`config.mk`:
```
export PLATFORM = sky130hd
export DESIGN_NAME = tx_mailbox
export DESIGN_NICKNAME = d
export VERILOG_FILES = /design/src/rtl/tx_mailbox.sv
export SDC_FILE = /design/constraint.sdc
export NUM_CORES = 1
export LEC_CHECK = 0
export BUFFER_PORTS_ARGS = -buffer_cell sky130_fd_sc_hd__buf_2
export CORE_UTILIZATION = 53
export CTS_CLUSTER_SIZE = 16
export DETAILED_ROUTE_END_ITERATION = 8
export MAX_ROUTING_LAYER = met4
export PLACE_DENSITY_LB_ADDON = 0.3
export SYNTH_ARGS = -nofsm -noshare
export SYNTH_HDL_FRONTEND = slang
export SYNTH_SLANG_ARGS = --single-unit
```
`constraint.sdc`:
```
create_clock -name clk -period 3.4 [get_ports clk]
set_clock_uncertainty 0.1 [all_clocks]
set_input_delay 0.34 -clock clk [delete_from_list [all_inputs] [get_ports clk]]
set_output_delay 0.34 -clock clk [all_outputs]
set_load 0.05 [all_outputs]
```
`src/rtl/tx_mailbox.sv`:
```
module tx_mailbox #(
  parameter int WORDS = 9,
  parameter int BYTE  = 8,
  parameter int CW    = 5
) (
  input  logic            clk,
  input  logic            rst,
  input  logic            cfg_wr,
  input  logic [CW-1:0]   cfg_bytes,
  input  logic            int_en,
  input  logic            fly_by,
  input  logic            pulse_mode,
  output logic            busy,
  output logic            irq,
  output logic            dreq,
  input  logic            dack_n,
  input  logic            bus_wr_n,
  input  logic            bus_rd_n,
  input  logic [2*BYTE-1:0] bus_din,
  output logic [2*BYTE-1:0] bus_dout,
  output logic            bus_oe,
  input  logic            drain_rd,
  output logic [BYTE-1:0] drain_byte,
  output logic            drain_valid
);
  localparam int DW    = 2 * BYTE;
  localparam int BYTES = 2 * WORDS;
  localparam int PW    = $clog2(WORDS);

  logic [DW-1:0] mem [WORDS];
  logic [CW-1:0] total_q, left_q, rd_q;
  logic [PW-1:0] wr_q, ridx;
  logic          busy_q, gap_q, irq_q;
  logic [CW:0]   wsum;

  wire strobe_n = fly_by ? bus_rd_n : bus_wr_n;
  wire count_ok = (cfg_bytes != '0) && (cfg_bytes <= CW'(BYTES));
  wire load     = cfg_wr && !busy_q && count_ok;
  wire store    = busy_q && !gap_q && !dack_n && !strobe_n;
  wire last     = store && (left_q == CW'(1));
  wire take     = drain_rd && drain_valid;

  assign wsum = {1'b0, cfg_bytes} + (CW+1)'(1);
  assign ridx = ((rd_q >> 1) < CW'(WORDS)) ? PW'(rd_q >> 1) : '0;

  always_ff @(posedge clk) begin
    if (rst) begin
      total_q <= '0;
      left_q  <= '0;
      rd_q    <= '0;
      wr_q    <= '0;
      busy_q  <= 1'b0;
      gap_q   <= 1'b0;
      irq_q   <= 1'b0;
    end else begin
      irq_q <= 1'b0;
      gap_q <= 1'b0;
      if (load) begin
        total_q <= cfg_bytes;
        left_q  <= wsum[CW:1];
        rd_q    <= '0;
        wr_q    <= '0;
        busy_q  <= 1'b1;
      end else begin
        if (store) begin
          wr_q   <= wr_q + PW'(1);
          left_q <= left_q - CW'(1);
          gap_q  <= pulse_mode && !last;
          if (last) begin
            busy_q <= 1'b0;
            irq_q  <= int_en;
          end
        end
        if (take) rd_q <= rd_q + CW'(1);
      end
    end
  end

  always_ff @(posedge clk) begin
    if (store) mem[wr_q] <= bus_din;
  end

  assign busy        = busy_q;
  assign irq         = irq_q;
  assign dreq        = busy_q && !gap_q;
  assign drain_valid = !busy_q && (rd_q < total_q);
  assign drain_byte  = rd_q[0] ? mem[ridx][DW-1:BYTE] : mem[ridx][BYTE-1:0];
  assign bus_dout    = mem[ridx];
  assign bus_oe      = fly_by && !dack_n && !bus_wr_n;

  a_r1_reset_idle: assert property (@(posedge clk) disable iff (rst)
    $past(rst) |-> !busy_q && !dreq && !irq_q && !drain_valid);
  a_r3_busy_cfg_ignored: assert property (@(posedge clk) disable iff (rst)
    (cfg_wr && busy_q) |=> $stable(total_q));
  a_r4_store_counts: assert property (@(posedge clk) disable iff (rst)
    (store && !last) |=> (left_q == $past(left_q) - CW'(1)) && busy_q);
  a_r5_pause_holds: assert property (@(posedge clk) disable iff (rst)
    (busy_q && dack_n && !gap_q) |=> busy_q && $stable(left_q) && $stable(wr_q));
  a_r6_irq_on_fall: assert property (@(posedge clk) disable iff (rst)
    $fell(busy_q) |-> (irq_q == $past(int_en)) && !dreq);
  a_r6_irq_single: assert property (@(posedge clk) disable iff (rst)
    irq_q |=> !irq_q);
  a_r8_pulse_gap: assert property (@(posedge clk) disable iff (rst)
    (pulse_mode && store && !last) |=> !dreq);
  a_r9_drain_bound: assert property (@(posedge clk) disable iff (rst)
    rd_q <= total_q);
endmodule

```
Word-level counts from Yosys, hierarchy flattened
Memories as Yosys holds them, arrays and structs flattened.
Cells that the tools add are included.
W data, S select, Z words.
{"block": "op_classes", "div_mod_pow": 0, "add_sub_neg": 4, "eq_ne": 1, "bitwise_logic": 2, "reduce_logical": 25, "mul": 0, "n_shift": 0, "n_lt_le_gt_ge": 3, "mux": 10}
{"operator": "$logic_and A1 B1 Y1", "n": 12}
{"operator": "$mux W5", "n": 2}
{"operator": "$mux W8", "n": 1}
{"operator": "$add A5 B1 Y6 const B", "n": 1}
{"operator": "$logic_not A1 Y1", "n": 6}
{"operator": "$mux W1", "n": 6}
{"operator": "$add A5 B1 Y5 const B", "n": 1}
{"operator": "$eq A5 B1 Y1 const B", "n": 1}
{"operator": "$le A5 B5 Y1 const B", "n": 1}
{"operator": "$lt A5 B5 Y1", "n": 1}
{"operator": "$reduce_bool A5 Y1", "n": 1}
{"operator": "$sub A5 B1 Y5 const B", "n": 1}
{"operator": "$add A4 B1 Y4 const B", "n": 1}
{"operator": "$lt A4 B4 Y1 const B", "n": 1}
{"operator": "$mux W4", "n": 1}
{"operator": "$reduce_bool A2 Y1", "n": 2}
{"operator": "$reduce_or A4 Y1", "n": 1}
{"operator": "$reduce_or A3 Y1", "n": 1}
{"operator": "$not A1 Y1", "n": 2}
{"operator": "$reduce_and A2 Y1", "n": 1}
{"operator": "$reduce_or A2 Y1", "n": 1}
{"block": "word_totals", "n_memories": 1, "latchBits": 0, "output_inout_bits": 29, "regBits": 22, "mem_bits_ro": 0, "ram_bits": 144}
{"memory": "mem", "depth": 9, "width": 16, "rd": 1, "rd_ports_with_merged_regs": 0, "write_ports": 1, "line_no": "30", "source": "logic [DW-1:0] mem [WORDS];"}

Logic depth before layout (Yosys ltp)
Gate-level depths: netlist (run 1).
{"block": "depth", "ltp_word": 8, "ltp_mapped": 8, "depth_no_buf": 7}

Worst setup path before layout (run 1)
OpenSTA, ideal clock, no wires.
{"block": "synth_path", "kind": "register to output", "from": "reg rd_q[2]", "to": "out drain_byte[6]", "path_slack_ns": 0.111, "path_stages_with_launch": 9, "path_buffers": 3, "arrival_time_ns": 2.849, "path_cell_list": "dfxtp_1 -> buf_4 -> nand2b_1 -> buf_4 -> nor2_4 -> buf_2 -> a221oi_1 -> a22oi_1 -> a2bb2oi_1"}
{"block": "synth_between", "elab_chain_cells": 4}
{"item": "start, declared", "line_no": "31", "source": "logic [CW-1:0] total_q, left_q, rd_q;"}
{"item": "start signal, assigned", "line_no": "74", "source": "if (take) rd_q <= rd_q + CW'(1);"}
{"item": "$lt A4 B4 Y1", "line_no": "44", "source": "assign ridx = ((rd_q >> 1) < CW'(WORDS)) ? PW'(rd_q >> 1) : '0;"}
{"item": "$mux W4 *", "line_no": "44"}
{"item": "$mem_v2 Z9 W16 *"}
{"item": "via bus_dout[14]", "line_no": "20", "source": "output logic [2*BYTE-1:0] bus_dout,"}
{"item": "$mux W8 *", "line_no": "87", "source": "assign drain_byte = rd_q[0] ? mem[ridx][DW-1:BYTE] : mem[ridx][BYTE-1:0];"}
{"item": "end, declared", "line_no": "23", "source": "output logic [BYTE-1:0] drain_byte,"}
The timed path passes the listed nets; every way through them passes the cells marked *.

Worst setup path in the final report (run 1)
{"block": "layout_path", "from": "reg rd_q[2]", "to": "out drain_byte[0]"}
{"block": "layout_between", "elab_chain_cells": 4}
{"item": "$lt A4 B4 Y1", "line_no": "44"}
{"item": "$mux W4 *", "line_no": "44"}
{"item": "$mem_v2 Z9 W16 *"}
{"item": "$mux W8 *", "line_no": "87"}
Mark *: on every way between the ends. The rest lies on a longest branch, timed or not.

==> results of run 1 <==
[worst reg2reg max path: cells and delay by family, from the launching register on]
family | cells | cell delay (ns)
simple gates | 4 | 1.73
flops | 1 | 0.45
[metal layers]
| layer | global-route usage (%) | part of all wire [%] | up-vias |
|---|---|---|---|
| li1 | - | - | 2036 |
| met1 | 31.5 | 43 | 2170 |
| met2 | 38.0 | 48 | 189 |
| met3 | 7.17 | 7.0 | 35 |
| met4 | 8.41 | 2.3 | 0 |
| met5 | - | 0 | - |
[cell type report]
cell class	count	area, um2	area share (%)
Clock buffer	23	478	5.76
Clock inverter	9	198	2.38
Inverter	19	71.3	0.859
Multi-Input combinational cell	286	2070	25.0
Sequential cell	166	4770	57.4
Tap cell	172	215	2.59
Timing Repair Buffer	81	498	6.00
[cells by family (layout without fill, tap and decap cells)]
group | count (synthesis) | count (layout) | synth area share, %
AO/OA/AOI/OAI | 93 | 93 | 8.94
adder cells (fa/ha/maj) | 14 | 14 | 2.48
flip-flops | 166 | 166 | 67.4
XOR/XNOR | 12 | 12 | 1.49
buffers and inverters | 44 | 132 | 3.29
multiplexers | 55 | 55 | 8.36
AND/OR/NAND/NOR | 112 | 112 | 8.00
[placed cells by master, fill, tap and decap left out, drive strengths merged, types with 3 or more instances in the layout]
master  Yosys  routed
mux2i      41      41
nor2       25      25
xor2        4       4
nor3        4       4
bufinv      0       6
dfxtp      22      22
nor4b       4       4
nor2b       4       4
nand3       7       7
clkinv      1       3
and3        4       4
nand2      46      46
a32o       12      12
nand2b      6       6
edfxtp    144     144
ha         14      14
o21ai       4       4
buf        19      81
and2        4       4
xnor2       8       8
o221ai     14      14
inv        18      18
mux2       12      12
clkbuf      6      23
a211oi      5       5
a21oi      46      46
[path summary, 6_finish.rpt]
path	startpoint	endpoint	slack, ns	depth (start not counted)
setup / recovery	rd_q[2]$_SDFFE_PP0P_	drain_byte[0]	0.23	7
hold / removal	int_en	irq$_SDFF_PP0_	0.04	3
setup reg to reg	busy$_SDFFE_PP0P_	mem[7][1]$_DFFE_PP_	0.73	4
hold reg to reg	total_q[3]$_SDFFE_PP0N_	total_q[3]$_SDFFE_PP0N_	0.36	2
[through the flow]
| step | std cells | worst slack [ns] | total power, mW | hold WS, ns |
|---|---|---|---|---|
| floorplan | 496 | 0.111 | 2.45 | 0.332 |
| global placement | 724 | 0.559 | 2.53 | 0.346 |
| detailed placement | 724 | 0.515 | 2.54 | 0.348 |
| CTS | 756 | 0.202 | 4.69 | 0.0279 |
| global route | 756 | 0.0198 | 4.79 | 0.0576 |
| finish | 756 | 0.229 | 4.67 | 0.0401 |
[synth_stat cells (7+ instances only)]
| master | instances | area (um2) |
|---|---|---|
| a21oi_1 | 46 | 230 |
| a32o_1 | 12 | 120 |
| buf_4 | 8 | 60.1 |
| dfxtp_1 | 22 | 440 |
| edfxtp_1 | 144 | 4320 |
| ha_1 | 14 | 175 |
| inv_1 | 18 | 67.6 |
| mux2_2 | 12 | 135 |
| mux2i_1 | 41 | 410 |
| nand2_1 | 46 | 173 |
| nand3_1 | 7 | 35.0 |
| nor2_1 | 24 | 90.1 |
| o221ai_1 | 14 | 123 |
| xnor2_1 | 8 | 70.1 |
[power by group through the flow]
stage                     clock network [mW]  logic [mW]  registers (mW)
final                                   2.17       0.258            2.24
after global routing                    2.27       0.278            2.24
after CTS                               2.19       0.258            2.24
after detailed placement                   0       0.256            2.28
after global placement                     0       0.251            2.28
after floorplan                            0       0.162            2.28
[sequential cells by signal, summed over array words and instances (netlist names)]
name and flops:
total_q 5, rd_q 5, wr_q 4, left_q 5, gap_q 1, irq 1
mem 144, busy 1
==> metrics.yaml, run 1 <==
worst_setup_path:
  cp_slowest_cell: "dfxtp_1"
  path_buf_inv: 2
  cp_cell_sequence: "nand2b_1 -> buf_4 -> nor2_4 -> a21oi_1 -> a32o_1 -> mux2_2 -> buf_2"
  worst-setup-path-type: "reg -> out"
  slowest_delay_ns: 0.67
  critPathTopFamily: "flip-flops"
  worstPathArrival_ns: 2.73
  crit_required_ns: 2.96
  end_kind: "output pin"
  cp_max_fo: 17
  critPathLaunchType: "flip-flop"
drt:
  firstDrtPassIters: 7
  wl_per_cell_um: 20.7
  drtAntennaViolNets: 0
  drt_iter0_drc: 585
  via_per_inst: 5.86
  num_vias: 4430
  remaining_drc_errors: 0
  wl_um: 15700
placed_design:
  port_buffers: 59
  dpl_cell_area_um2: 7620
  dpl.hpwl_um: 10400
  place_congestion: 0.789
timing:
  finalSetupViolCount: 0
  period_share_pct: 93.3
  finalHoldViolations: 0
  finalSetupTns_ns: 0
  slew_headroom_pct: 36.0
  clock.fmax_ghz: 0.315
  worstMarginPinSlew_ns: 0.960
  period_needed_ns: 3.17
  final_max_slew_viol_count: 0
  rsz0062_at_grt: "false"
global_routing:
  grt_overflow: 0
  grt_max_degree: 34
  grt_use_total_pct: 24.7
  antenna_found_initial: 0
  grt_pass1_wl_um: 24400
  grt_pass1_vias: 4395
synthesis:
  syn-cell-area_um2: 7070
  ys_warn_count: 0
  seq_area_frac_synth_pct: 67.4
  syn_inst: 496
  ys.flop_type: "edfxtp_1"
  synth_cell_type_count: 48
  async_reset_ff_share_pct: 0
  synth_edf_count: 144
  synth_nets: 541
  synth_seq_cells: 166
  syn-mean-instance-area_um2: 14.2
final_layout:
  fin_util_pct: 64.7
  area_growth_pct: 17.5
  fin_area_um2: 8300
  nNetsFinal: 616
  n_fill_cell: 949
  final_layout_size_suffix_gt1_share_pct: 22.8
  diodes: 0
outcome:
  status: "finished clean"
cts:
  h-tree-depth: 4
  cts_hold_buf: 0
  clock_sinks: 166
  clock_latency_ns: 0.43
  ctsResizeCount: 0
  cts-root-buf: "clkbuf_16"
  clockBufferDepth: 2
  cts_buffers: 17
  clk_pin_slew_ns: 0.06
  cts_tree: "yes"
  post-cts-setup-buffers: 0
power:
  p_comb_share_pct: 5.5
  power_density_nw_per_um2: 563
  switchingPower_mw: 0.931
  p_int_mw: 3.74
  leakagePower_nw: 2.83
  pwr-share-seq_pct: 47.9
  clkPwrFrac_pct: 46.5
  ir_worst_vdd_uv: 350
  swShare_pct: 19.9
floorplan:
  num_rows: 41
  initial_utilization_pct: 55.1
  die_h_um: 117
  ioPinCount: 60
  core-area_um2: 12800
  floorplan.die.width_um: 117
  dieArea_um2: 13800
flow_run:
  maxCapViolations: 0
hold_path:
  hold_class: "in -> reg"
(Power assumes the default switching activity.)
==> run 2, diff against run 1 <==
clock period = 3.2 ns   (was 3.4 ns; I/O delays follow)
==> run 2 against run 1 <==
  * Clock power fell by 9%
  * Largest cell class unchanged
  * Final area fell by 1.3%
  * Core utilization fell by 0.81 points
  * Total power fell by 1.0%
==> metrics.yaml, run 2 (synthesis gave the netlist of run 1 again) <==
outcome:
  status: "finished clean"  # unchanged
timing:
  clock.fmax_ghz: 0.327
  finalHoldViolations: 0  # unchanged
  period_needed_ns: 3.06
  worstMarginPinSlew_ns: 0.788  # was 0.960 ns
  finalSetupTns_ns: 0  # unchanged
  rsz0062_at_grt: "false"  # unchanged
  period_share_pct: 95.5
  finalSetupViolCount: 0  # unchanged
  final_max_slew_viol_count: 0  # unchanged
  worst_slack_ns: 0.143  # was 0.229 ns
  slew_headroom_pct: 47.2  # was 36.0%
worst_setup_path:
  cp_max_fo: 14  # was 17
  crit_required_ns: 2.78  # was 2.96 ns
  r2r.worst_path.cells: 5  # was 4
  path_buf_inv: 3  # was 2
  worst-setup-path-type: "reg -> out"  # unchanged
  crit_cells: 7  # unchanged
  slowest_delay_ns: 0.43  # was 0.67 ns
  end_kind: "output pin"  # unchanged
  worstReg2RegStart: "busy$_SDFFE_PP0P_"  # unchanged
  critPathTopFamily: "buffers and inverters"  # was flip-flops
  critPathLaunch: "rd_q[3]$_SDFFE_PP0P_"  # was rd_q[2]$_SDFFE_PP0P_
  critPathLaunchType: "flip-flop"  # unchanged
  worstPathArrival_ns: 2.64  # was 2.73 ns
  cp_slowest_cell: "nor2_4"  # was dfxtp_1
  cp_cell_sequence: "buf_4 -> inv_1 -> nor2_4 -> a21oi_1 -> a32o_1 -> mux2_2 -> buf_2"  # was nand2b_1 -> buf_4 -> nor2_4 -> a21oi_1 -> a32o_1 -> mux2_2 -> buf_2
hold_path:
  min-delay-start: "int_en"  # unchanged
  hold_class: "in -> reg"  # unchanged
  min_path_cells: 3  # unchanged
global_routing:
  grt_pass1_wl_um: 24400  # about the same
  antenna_found_initial: 0  # unchanged
  grt_overflow: 0  # unchanged
  grtUsageMet2_pct: 38.4  # was 38.0%
  grt_pass1_vias: 4502  # was 4395
  met3_usage_pct: 5.04  # was 7.17%
  gr-usage-met1_pct: 30.9  # was 31.5%
  grt_use_total_pct: 24.5  # was 24.7%
  busiest_layer: "met2"  # unchanged
  grt_max_degree: 20  # was 34
cts:
  h-tree-depth: 4  # unchanged
  clock_sinks: 166  # unchanged
  clk_pin_slew_ns: 0.06  # about the same
  cts_tree: "yes"  # unchanged
  clock_latency_ns: 0.42  # was 0.43 ns
  clockBufferDepth: 2  # unchanged
  cts_buffers: 17  # unchanged
  ctsResizeCount: 0  # unchanged
  post-cts-setup-buffers: 0  # unchanged
  cts_hold_buf: 0  # unchanged
  cts-root-buf: "clkbuf_16"  # unchanged
drt:
  num_vias: 4432  # was 4430
  via_per_inst: 5.85  # was 5.86
  wl_um: 15400  # was 15700 um
  firstDrtPassIters: 5  # was 7
  wl_per_cell_um: 20.3  # was 20.7 um
  drt_iter0_drc: 427  # was 585
  drtAntennaViolNets: 0  # unchanged
  remaining_drc_errors: 0  # unchanged
floorplan:
  ioPinCount: 60  # unchanged
  floorplan.die.width_um: 117  # unchanged
  die_h_um: 117  # unchanged
  initial_utilization_pct: 55.1  # unchanged
  dieArea_um2: 13800  # unchanged
  core-area_um2: 12800  # unchanged
  num_rows: 41  # unchanged
power:
  switchingPower_mw: 0.963  # was 0.931 mW
  swShare_pct: 20.8  # was 19.9%
  ir_worst_vdd_uv: 265  # was 350 uV
  p_comb_share_pct: 5.7  # was 5.5%
  clkPwrFrac_pct: 42.8  # was 46.5%
  leakagePower_nw: 2.78  # was 2.83 nW
  pwr-share-seq_pct: 51.5  # was 47.9%
  p_int_mw: 3.66  # was 3.74 mW
  power_density_nw_per_um2: 564  # was 563 nW/um2
placed_design:
  place_congestion: 0.835  # was 0.789
  place_ws_ns: 0.590  # was 0.515 ns
  dp_cells: 727  # was 724
  dpl.hpwl_um: 9880  # was 10400 um
  port_buffers: 59  # unchanged
final_layout:
  largest_reg_flops: 144  # unchanged
  layout_common_cells: "144 x edfxtp_1, 59 x buf_2, 46 x a21oi_1, 46 x nand2_1, 41 x mux2i_1"  # unchanged
  n_fill_cell: 954  # was 949
  diodes: 0  # unchanged
  regArea_um2: 4770  # unchanged
  final_cells: 758  # was 756
  final_layout_size_suffix_gt1_share_pct: 22.9  # was 22.8%
  area_growth_pct: 16.0  # was 17.5%
  multi_input_area_um2: 2090  # was 2070 um2
  largest_register: "mem"  # unchanged
  nNetsFinal: 619  # was 616
  fin_util_pct: 63.9  # was 64.7%
  final_common_cell: "edfxtp_1"  # unchanged
flow_run:
  maxCapViolations: 0  # unchanged
[run 2: final cells by class]
type / count / share of cell area (%)
Tap cell: 172 / 2.63
Inverter: 19 / 0.870
Timing Repair Buffer: 84 / 5.89
Clock inverter: 11 / 1.63
Multi-Input combinational cell: 286 / 25.5
Sequential cell: 166 / 58.2
Clock buffer: 20 / 5.33
[run 2: worst paths after layout]
check	end	slack, ns
worst max-delay path	drain_byte[0]	0.14
worst min-delay path	irq$_SDFF_PP0_	0.02
worst max register to register	mem[3][2]$_DFFE_PP_	0.83
worst min register to register	total_q[3]$_SDFFE_PP0N_	0.36
[run 2: metrics by stage]
stage                     hold slack (ns)  power [mW]  cell area [um2]
after CTS                         0.00386        4.64             8200
after floorplan                     0.319        2.60             7080
after detailed placement            0.355        2.69             7620
after global placement              0.347        2.68             7620
final                              0.0189        4.62             8200
after global routing               0.0337        4.76             8200
[run 2: power groups by stage]
stage	sequential, mW	clock [mW]	combinational, mW
6_report	2.38	1.98	0.263
4_1_cts	2.38	2.00	0.264
3_5_place_dp	2.43	0	0.262
5_1_grt	2.38	2.09	0.285
3_3_place_gp	2.43	0	0.257
2_1_floorplan	2.43	0	0.173
[run 2: routing by layer]
layer / part of all wire, % / vias up
met3: 7.0 / 38
met1: 42 / 2179
met2: 48 / 179
met4: 2.8 / 0
met5: 0 / -
li1: - / 2036
[run 2: worst register-to-register path: stages (launching register included)]
cell,delay (ns)
dfxtp_1,0.46
nand2b_1,0.15
or3_1,0.53
nor3_1,0.33
and2_1,0.17
buf_4,0.28
